### src/rtl/sram_ctl_pkg.sv
package sram_ctl_pkg;

   typedef enum logic [1:0] {
      PH_IDLE  = 2'd0,
      PH_READ  = 2'd1,
      PH_WLOW  = 2'd2,
      PH_WHOLD = 2'd3
   } phase_e;

   // nanoseconds to whole clock cycles, rounded up
   function automatic int unsigned ns_to_cyc(input int unsigned t_ns, input int unsigned per_ns);
      return (t_ns + per_ns - 1) / per_ns;
   endfunction

   function automatic int unsigned umax(input int unsigned a, input int unsigned b);
      return (a > b) ? a : b;
   endfunction

endpackage

### src/rtl/sram_phase_timer.sv
module sram_phase_timer #(
   parameter int unsigned CNT_W = 4
) (
   input  logic             clk,
   input  logic             rst_n,
   input  logic             load,
   input  logic [CNT_W-1:0] load_val,
   output logic             expired
);

   logic [CNT_W-1:0] cnt_q;

   always_ff @(posedge clk or negedge rst_n) begin
      if (!rst_n) begin
         cnt_q <= '0;
      end else if (load) begin
         cnt_q <= load_val;
      end else if (cnt_q != '0) begin
         cnt_q <= cnt_q - 1'b1;
      end
   end

   assign expired = (cnt_q == '0);

endmodule

### src/rtl/sram_strobe_gen.sv
module sram_strobe_gen
   import sram_ctl_pkg::*;
(
   input  logic   clk,
   input  logic   rst_n,
   input  phase_e ph_next,
   output logic   ce_n,
   output logic   oe_n,
   output logic   we_n,
   output logic   dq_oe
);

   logic ce_n_d, oe_n_d, we_n_d, dq_oe_d;

   always_comb begin
      ce_n_d  = 1'b1;
      oe_n_d  = 1'b1;
      we_n_d  = 1'b1;
      dq_oe_d = 1'b0;
      unique case (ph_next)
         PH_READ: begin
            ce_n_d = 1'b0;
            oe_n_d = 1'b0;
         end
         PH_WLOW: begin
            ce_n_d  = 1'b0;
            we_n_d  = 1'b0;
            dq_oe_d = 1'b1;
         end
         PH_WHOLD: begin
            ce_n_d  = 1'b0;
            dq_oe_d = 1'b1;
         end
         default: ;
      endcase
   end

   // registered so the pins never see decode glitches
   always_ff @(posedge clk or negedge rst_n) begin
      if (!rst_n) begin
         ce_n  <= 1'b1;
         oe_n  <= 1'b1;
         we_n  <= 1'b1;
         dq_oe <= 1'b0;
      end else begin
         ce_n  <= ce_n_d;
         oe_n  <= oe_n_d;
         we_n  <= we_n_d;
         dq_oe <= dq_oe_d;
      end
   end

endmodule

### src/rtl/sram_strobe_ctrl.sv
module sram_strobe_ctrl
   import sram_ctl_pkg::*;
#(
   parameter int unsigned ADDR_W   = 18,
   parameter int unsigned DATA_W   = 4,
   parameter int unsigned CLK_NS   = 10,
   parameter int unsigned T_RC_NS  = 20,
   parameter int unsigned T_AA_NS  = 20,
   parameter int unsigned T_ACE_NS = 20,
   parameter int unsigned T_AOE_NS = 8,
   parameter int unsigned T_WC_NS  = 20,
   parameter int unsigned T_WP_NS  = 15,
   parameter int unsigned T_AW_NS  = 15,
   parameter int unsigned T_DS_NS  = 12
) (
   input  logic              clk,
   input  logic              rst_n,
   input  logic              req_valid,
   output logic              req_ready,
   input  logic              req_write,
   input  logic [ADDR_W-1:0] req_addr,
   input  logic [DATA_W-1:0] req_wdata,
   output logic              rsp_valid,
   output logic [DATA_W-1:0] rsp_rdata,
   output logic [ADDR_W-1:0] mem_addr,
   output logic              mem_ce_n,
   output logic              mem_oe_n,
   output logic              mem_we_n,
   output logic [DATA_W-1:0] mem_dq_out,
   output logic              mem_dq_oe,
   input  logic [DATA_W-1:0] mem_dq_in
);

   localparam int unsigned RD_RAW  = umax(umax(ns_to_cyc(T_RC_NS, CLK_NS), ns_to_cyc(T_AA_NS, CLK_NS)),
                                          umax(ns_to_cyc(T_ACE_NS, CLK_NS), ns_to_cyc(T_AOE_NS, CLK_NS)));
   localparam int unsigned RD_CYC  = umax(RD_RAW, 1);
   localparam int unsigned WP_RAW  = umax(umax(ns_to_cyc(T_WP_NS, CLK_NS), ns_to_cyc(T_AW_NS, CLK_NS)),
                                          ns_to_cyc(T_DS_NS, CLK_NS));
   localparam int unsigned WP_CYC  = umax(WP_RAW, 1);
   localparam int unsigned WC_RAW  = ns_to_cyc(T_WC_NS, CLK_NS);
   localparam int unsigned REC_CYC = (WC_RAW > WP_CYC + 1) ? (WC_RAW - WP_CYC) : 1;
   localparam int unsigned MAX_CYC = umax(umax(RD_CYC, WP_CYC), REC_CYC);
   localparam int unsigned CNT_W   = $clog2(MAX_CYC + 1);

   // elaboration checks
   if (ADDR_W < 1 || ADDR_W > 32) begin : g_bad_addr_w
      $error("sram_strobe_ctrl: ADDR_W out of range");
   end
   if (DATA_W < 1) begin : g_bad_data_w
      $error("sram_strobe_ctrl: DATA_W must be positive");
   end
   if (CLK_NS == 0) begin : g_bad_clk
      $error("sram_strobe_ctrl: CLK_NS must be positive");
   end

   phase_e           ph_q, ph_d;
   logic             tmr_load, tmr_done, accept;
   logic [CNT_W-1:0] tmr_val;

   assign req_ready = (ph_q == PH_IDLE);
   assign accept    = req_valid && req_ready;

   always_comb begin
      ph_d     = ph_q;
      tmr_load = 1'b0;
      tmr_val  = '0;
      unique case (ph_q)
         PH_IDLE: if (accept) begin
            tmr_load = 1'b1;
            if (req_write) begin
               ph_d    = PH_WLOW;
               tmr_val = CNT_W'(WP_CYC - 1);
            end else begin
               ph_d    = PH_READ;
               tmr_val = CNT_W'(RD_CYC - 1);
            end
         end
         PH_READ: if (tmr_done) ph_d = PH_IDLE;
         PH_WLOW: if (tmr_done) begin
            ph_d     = PH_WHOLD;
            tmr_load = 1'b1;
            tmr_val  = CNT_W'(REC_CYC - 1);
         end
         PH_WHOLD: if (tmr_done) ph_d = PH_IDLE;
         default: ph_d = PH_IDLE;
      endcase
   end

   always_ff @(posedge clk or negedge rst_n) begin
      if (!rst_n) begin
         ph_q       <= PH_IDLE;
         mem_addr   <= '0;
         mem_dq_out <= '0;
         rsp_valid  <= 1'b0;
         rsp_rdata  <= '0;
      end else begin
         ph_q      <= ph_d;
         rsp_valid <= 1'b0;
         if (accept) begin
            mem_addr <= req_addr;
            if (req_write) mem_dq_out <= req_wdata;
         end
         if (ph_q == PH_READ && tmr_done) begin
            rsp_valid <= 1'b1;
            rsp_rdata <= mem_dq_in;
         end
      end
   end

   sram_phase_timer #(.CNT_W(CNT_W)) u_timer (
      .clk      (clk),
      .rst_n    (rst_n),
      .load     (tmr_load),
      .load_val (tmr_val),
      .expired  (tmr_done)
   );

   sram_strobe_gen u_strobes (
      .clk     (clk),
      .rst_n   (rst_n),
      .ph_next (ph_d),
      .ce_n    (mem_ce_n),
      .oe_n    (mem_oe_n),
      .we_n    (mem_we_n),
      .dq_oe   (mem_dq_oe)
   );

endmodule

### config.mk
export PLATFORM = sky130hd
export DESIGN_NAME = sram_strobe_ctrl
export DESIGN_NICKNAME = d
export VERILOG_FILES = /design/src/rtl/sram_ctl_pkg.sv /design/src/rtl/sram_phase_timer.sv /design/src/rtl/sram_strobe_gen.sv /design/src/rtl/sram_strobe_ctrl.sv
export SDC_FILE = /design/constraint.sdc
export NUM_CORES = 1
export LEC_CHECK = 0
export BUFFER_PORTS_ARGS = -buffer_cell sky130_fd_sc_hd__buf_2
export CORE_UTILIZATION = 49
export CTS_CLUSTER_SIZE = 28
export DETAILED_ROUTE_END_ITERATION = 12
export GPL_TIMING_DRIVEN = 0
export HOLD_SLACK_MARGIN = 0.05
export PLACE_DENSITY_LB_ADDON = 0.12
export SYNTH_ARGS = -nofsm -noshare
export SYNTH_HDL_FRONTEND = slang
export SYNTH_SLANG_ARGS = --single-unit
### constraint.sdc
create_clock -name clk -period 2.4 [get_ports clk]
set_clock_uncertainty 0.1 [all_clocks]
set_input_delay 0.36 -clock clk [delete_from_list [all_inputs] [get_ports clk]]
set_output_delay 0.36 -clock clk [all_outputs]
set_load 0.1 [all_outputs]
==> flow_summary.ini, run 1 <==
[outcome]
status = completed

[routing]
drt_iter0_drc = 26
wire_per_inst_um = 12.4
antenna_left = 0
drc = 0
routed_via_density = 4.98
vias = 995
drtPass1Iterations = 4
drt_wl_total_um = 2480

[worst_setup_path]
ff2ff_path_depth = 5
max_stage_delay_ns = 0.42
cp.required_ns = 1.94
cpMostUsedCell = buf_2
crit_path_end_kind = output port
r2r_start = u_timer.cnt_q[0]
timing.rr.end = rsp_rdata[0]
crit_family = buffers and inverters
cp_slowest_cell = dfrtp_1
critPathMaxFanout = 10
worstPathArrival_ns = 1.47
critical_path_class = reg2out
r2r_slack_ns = 0.74
critPathBufInv = 2
worstSetupStartpointType = flip-flop
path_cells = buf_2 > nor2_2 > buf_2

[clock_tree]
numCtsBuffers = 5
clk_path_buf_depth = 2
clk_pin_slew_ns = 0.11
post-cts-setup-buffers = 0
root_buffer = clkbuf_4
h-tree-depth = 2
clkLatencyLatePin_ns = 0.33
tritoncts = yes
cts_resized = 0
cts.sinks = 34

[hold_path]
whs_endpoint = mem_dq_out[0]
holdPathStages = 2
min_path_type = in2reg
hp-start = req_wdata[0]

[timing]
rsz0062_at_grt = false
max_freq_ghz = 0.517
drv_slew = 0
tightest_slew_ns = 0.712
finalSetupViolations = 0
final.setup.tns_ns = 0
maxSlewHeadroom_pct = 52.5
finalCritPeriodShare_pct = 80.6
final-hold-violation-count = 0
worst_slack_ns = 0.467
finalCriticalPeriod_ns = 1.93

[floorplan]
coreArea_um2 = 2730
die_h_um = 55.6
die_w_um = 55.6
design.die.area_um2 = 3090
io_pins = 62
rows = 19
start_util_pct = 51.4

[place]
detailedPlace.worstSlack_ns = 0.771
gp_congestion = 0.818
hpwl_um = 1830
port_buffers = 61

[grt]
grt_max_degree = 35
grt_pass1_vias = 984
antenna_found_initial = 0
grt-ovfl-total = 0
track_usage_pct = 18.3
grt_pass1_wl_um = 4240

[layout]
multiInputGateArea_um2 = 509
layout-drive-gt1-share_pct = 62.7
fillers = 218
diodes = 0
nNetsFinal = 200
area_growth_syn_to_layout_pct = 29.9
seq_area_um2 = 855

[synth]
synthArstFlopShare_pct = 100
yosys.area.top_type = dfrtp_1
synthesis.area_um2 = 1410
yosys.area_share.simple_pct = 6.41
synth_edf_count = 0
synth_xor_area_share_pct = 0
syn_inst = 99
synth.mux.area_fraction_pct = 22.6
synth-compound-area-share_pct = 5.25
synth_fp_nets = 131
synth.area.top_cells = dfrtp_1 55%, mux2_2 18%, dfstp_2 5.6%
synth_top_family_by_area = multiplexers
netlist_top_cells_count = 31 x dfrtp_1, 22 x mux2_2, 6 x nor2_1
seq_area_frac_synth_pct = 60.8
ys.warnings.count = 0
synth_fa_ha_area_share_pct = 1.78
synth.top_cell.area_share_pct = 55.2
ys_types = 25
synth.most_common_cell = dfrtp_1
synthFlopType = dfrtp_1
ys_seq_elements = 34
avgSynthCellArea_um2 = 14.2

[job]
maxCapViolations = 0
[layer usage]
layer	GRT usage [%]	wire (um)	up-vias	share of wire, %
li1	-	-	481	-
met1	20.6	993	455	40
met2	30.1	1210	52	49
met3	7.26	207	7	8.4
met4	8.93	66	0	2.7
met5	0	0	-	0
[flip-flops by register name, summed over array words and instances (netlist names)]
register	count
mem_addr	18
mem_dq_out	4
ph_q	2
rsp_rdata	4
rsp_valid	1
u_strobes.ce_n	1
u_strobes.oe_n	1
u_strobes.we_n	1
u_timer.cnt_q	2
[area by class of cell]
type                            count  area share [%]
Sequential cell                    34            46.8
Multi-Input combinational cell     58            27.9
Timing Repair Buffer               62            17.3
Clock buffer                        6            2.81
Tap cell                           31            2.12
Buffer                              5            1.99
Clock inverter                      2           0.685
Inverter                            2           0.411
[timing repair]
action,4_1_cts,5_1_grt
setup endpoints to repair,0,0
hold endpoints to repair,31,0
hold buffers,1,0
[layout by cell type (no fill, tap or decap)]
master,count
a21oi_1,5
a2bb2oi_1,1
buf_2,63
buf_6,2
clkbuf_1,1
clkbuf_4,5
clkbuf_8,1
clkinv_2,1
clkinvlp_4,1
dfrtp_1,31
dfstp_2,3
dlygate4sd3_1,1
ha_1,2
inv_1,2
mux2_2,22
mux2_4,4
mux2i_1,1
nand2_1,4
nand2_4,1
nand2b_1,1
nand3_1,2
nor2_1,5
nor2_2,2
nor2b_1,1
nor3b_2,1
o21a_1,1
o21ai_0,2
o21bai_1,1
o221ai_1,1
o22ai_1,1
[metrics by stage]
stage / utilization, % / hold slack (ns) / cells / area [um2]
after global placement: 64.1 / 0.351 / 191 / 1750
final: 66.8 / 0.141 / 200 / 1830
after detailed placement: 64.1 / 0.365 / 191 / 1750
after CTS: 66.8 / 0.114 / 200 / 1830
after global routing: 66.8 / 0.108 / 200 / 1830
after floorplan: - / -0.0356 / 99 / 1410
[kinds of logic after synthesis]
group / Yosys count
AOI/OAI and AO/OA: 12
adders and majority gates: 2
buffers and inverters: 7
DFF: 34
muxes: 27
and+or+nand+nor: 17
[worst max path at each step]
stage / start / endpoint / slack [ns] / cells after the start
after floorplan: ph_q[1] / req_ready / 0.05 / 2
after global placement: u_timer.cnt_q[0] / rsp_rdata[3] / 0.83 / 5
after detailed placement: u_timer.cnt_q[0] / rsp_rdata[2] / 0.77 / 5
after CTS: ph_q[1] / req_ready / 0.45 / 3
after global routing: ph_q[0] / req_ready / 0.39 / 3
final: ph_q[1] / req_ready / 0.47 / 3
Power of run 1 is left out: the tool's default activity adds up to more than one toggle a clock period on the data nets, which glitch-free logic cannot reach.
==> inputs of run 2 (changes only) <==
CORE_UTILIZATION = 41   (was 49)
clock period = 1.6 ns   (was 2.4 ns; I/O delays follow)
==> flow_summary.ini, run 2 (synthesized netlist as in run 1, its figures left out) <==
[outcome]
status = completed

[layout]
final_common_cell = buf_2
finalNonFillerCells = 245
largest_reg_flops = 18
reg_top3 = mem_addr x18, mem_dq_out x4, rsp_rdata x4
multiInputGateArea_um2 = 569
diodes = 0
regMostFlops = mem_addr
fin_util_pct = 72.9
seq_area_um2 = 858
layout-drive-gt1-share_pct = 57.2
layout_common_cells = 57 x buf_2, 30 x dfrtp_1, 27 x dlygate4sd3_1, 14 x mux2_4, 12 x mux2_2
area_growth_syn_to_layout_pct = 63.7
nNetsFinal = 232
fillers = 239

[hold_path]
hp-start = req_valid
holdPathStages = 3
min_path_type = in2reg
whs_endpoint = u_strobes.ce_n

[worst_setup_path]
r2r_start = ph_q[1]
crit_start = ph_q[0]
worstPathArrival_ns = 1.24
r2r_slack_ns = 0.06
timing.rr.end = mem_addr[8]
ff2ff_path_depth = 4
critPathMaxFanout = 10
critical_path_class = reg2out
worstSetupStartpointType = flip-flop
crit_path_end_kind = output port
cp.required_ns = 1.26

[floorplan]
die_w_um = 60.5
io_pins = 62
rows = 20
start_util_pct = 44.6
die_h_um = 60.5
coreArea_um2 = 3150
design.die.area_um2 = 3670

[clock_tree]
clk_path_buf_depth = 2
clk_pin_slew_ns = 0.11
numCtsBuffers = 5
h-tree-depth = 2
clkLatencyLatePin_ns = 0.32
root_buffer = clkbuf_4
tritoncts = yes
cts.sinks = 34

[timing]
finalCriticalPeriod_ns = 1.58
final-hold-violation-count = 0
drv_slew = 0
max_freq_ghz = 0.631
rsz0062_at_grt = true
maxSlewHeadroom_pct = 52.3
finalSetupViolations = 0
tightest_slew_ns = 0.716
finalCritPeriodShare_pct = 99.1
worst_slack_ns = 0.0151

[grt]
track_usage_pct = 17.9
grt_max_degree = 35
antenna_found_initial = 0
grt-ovfl-total = 0
grt_pass1_wl_um = 4740
grt_pass1_vias = 1121

[routing]
antenna_left = 0
wire_per_inst_um = 12.4
drt_wl_total_um = 3040
drt_iter0_drc = 37
drc = 0
vias = 1131
routed_via_density = 4.62
drtPass1Iterations = 5

[place]
detailedPlace.worstSlack_ns = -0.0204
hpwl_um = 1980
port_buffers = 61
place_inst = 204
gp_congestion = 0.816

[job]
maxCapViolations = 0
[run 2: worst max-delay path, cell delays in order (launching register included)]
cell	delay [ns]
dfrtp_1	0.45
buf_6	0.17
nor2_4	0.12
buf_12	0.18
[run 2: how the worst max path moves through the flow]
stage,cells after the start,slack (ns),endpoint
2_1_floorplan,4,-0.06,mem_addr[10]
3_3_place_gp,5,0.01,rsp_rdata[1]
3_5_place_dp,5,-0.02,rsp_rdata[3]
4_1_cts,3,-0.002,req_ready
5_1_grt,3,-0.02,req_ready
6_report,3,0.02,req_ready
[run 2: stage by stage]
step | instance area (um2) | TNS, ns | hold WS [ns]
6_report | 2300 | 0 | 0.0998
5_1_grt | 2300 | -0.0379 | 0.120
4_1_cts | 2230 | -0.00169 | 0.0531
3_5_place_dp | 1820 | -0.0605 | 0.243
3_3_place_gp | 1820 | 0 | 0.233
2_1_floorplan | 1460 | -0.653 | -0.156
[run 2: area by class of cell]
| cell class | instances | area share (%) |
|---|---|---|
| tap | 44 | 2.39 |
| buffer | 4 | 2.29 |
| clock inverter | 3 | 2.99 |
| multi-input combinational | 58 | 24.8 |
| timing repair buffer | 95 | 28.3 |
| clock buffer | 5 | 1.63 |
| sequential | 34 | 37.3 |
| inverter | 2 | 0.326 |
[run 2: what timing repair did]
action | in CTS | in global routing
buffers inserted | 1 | 6
resized for setup | 11 | 3
gates cloned | 0 | 0
hold buffers | 26 | 1
endpoints found under the setup margin | 8 | 16
pin swaps | 0 | 2
endpoints found under the hold margin | 56 | 1
[run 2: layer usage]
layer  wire, um  global-route usage [%]
met5          0                       0
met4         47                    7.79
met3        234                    4.48
met2       1570                    33.0
met1       1190                    19.5
Power of run 2 is left out for the same reason.
==> inputs of run 3 (changes only) <==
CORE_UTILIZATION = 46   (was 41)
clock period = 1.7 ns   (was 1.6 ns; I/O delays follow)
==> flow_summary.ini, run 3 (synthesized netlist as in run 1, its figures left out) <==
[outcome]
status = complete, but fails checks
violations = design-rule violations

[worst_setup_path]
cp_slowest_cell = dfstp_2
critPathBufInv = 1
crit_family = flip-flops
r2r_slack_ns = 0.08
ff2ff_path_depth = 4
worstSetupStartpointType = flip-flop
path_cells = buf_2
critPathMaxFanout = 1
crit_path_end_kind = output port
worstPathArrival_ns = 1.29
cp.required_ns = 1.34
cp.depth = 1
critical_path_class = reg2out
max_stage_delay_ns = 0.53

[place]
gp_congestion = 0.702
port_buffers = 61
place_inst = 191
hpwl_um = 1930
detailedPlace.worstSlack_ns = 0.0706

[timing]
finalCriticalPeriod_ns = 1.64
finalSetupViolations = 0
drv_slew = 0
maxSlewHeadroom_pct = 52.6
tightest_slew_ns = 0.711
worst_slack_ns = 0.0596
final-hold-violation-count = 0
finalCritPeriodShare_pct = 96.5
rsz0062_at_grt = false
max_freq_ghz = 0.610
final.setup.tns_ns = 0

[layout]
layout_common_cells = 60 x buf_2, 30 x dfrtp_1, 22 x mux2_2, 22 x dlygate4sd3_1
finalNonFillerCells = 221
reg_top3 = mem_addr x18, mem_dq_out x4, rsp_rdata x4
nNetsFinal = 221
area_growth_syn_to_layout_pct = 50.6
diodes = 0
layout-drive-gt1-share_pct = 56.3
regMostFlops = mem_addr
fin_util_pct = 74.8
final_common_cell = buf_2
largest_reg_flops = 18

[routing]
drtPass1Iterations = 8
routed_via_density = 4.97
drt_iter0_drc = 28
wire_per_inst_um = 13.7
drc = 5
vias = 1098
drt_wl_total_um = 3030
antenna_left = 0

[hold_path]
min_path_type = in2reg
holdPathStages = 2

[clock_tree]
h-tree-depth = 2
numCtsBuffers = 5
root_buffer = clkbuf_4
clkLatencyLatePin_ns = 0.33
clk_path_buf_depth = 2
post-cts-setup-buffers = 0
clk_pin_slew_ns = 0.11
cts.sinks = 34
tritoncts = yes

[grt]
antenna_found_initial = 0
grt_pass1_vias = 1154
grt_pass1_wl_um = 4940
grt_max_degree = 35
track_usage_pct = 20.4
grt-ovfl-total = 0

[floorplan]
start_util_pct = 49.7
io_pins = 62
coreArea_um2 = 2830
design.die.area_um2 = 3280
die_w_um = 57.3
rows = 19
die_h_um = 57.3

[job]
maxCapViolations = 0
run 3: what timing repair did:
item                                    CTS  global route
pin swaps                                 0             0
hold buffers                             21             1
endpoints found under the setup margin    1             5
endpoints found under the hold margin    51             1
resized for setup                         4             6
run 3: worst paths after layout:
check | end | start
setup / recovery | mem_oe_n | u_strobes.oe_n
min in group asynchronous | mem_addr[10] | rst_n
setup reg to reg | mem_addr[10] | ph_q[1]
hold reg to reg | mem_addr[8] | mem_addr[8]
max in group asynchronous | ph_q[1] | rst_n
hold / removal | mem_addr[14] | req_addr[14]
run 3: cell type report:
cell class / count / area (um2)
fill: 207 / 713
sequential: 34 / 858
multi-input combinational: 58 / 519
inverter: 2 / 7.51
timing repair buffer: 83 / 541
buffer: 5 / 45.0
tap: 31 / 38.8
clock buffer: 5 / 37.5
clock inverter: 3 / 68.8
run 3: layer usage:
layer / global-route usage [%] / vias up / routed length, um
li1: - / 521 / -
met3: 7.26 / 8 / 183
met5: 0 / - / 0
met1: 21.9 / 524 / 1110
met2: 37.3 / 45 / 1660
met4: 6.62 / 0 / 67
run 3: through the flow:
step	instance area, um2	hold WS [ns]
after floorplan	1420	-0.141
after global placement	1760	0.246
after detailed placement	1760	0.262
after CTS	2090	0.0506
after global routing	2120	0.0511
final	2120	0.0705
Power of run 3 is left out for the same reason.
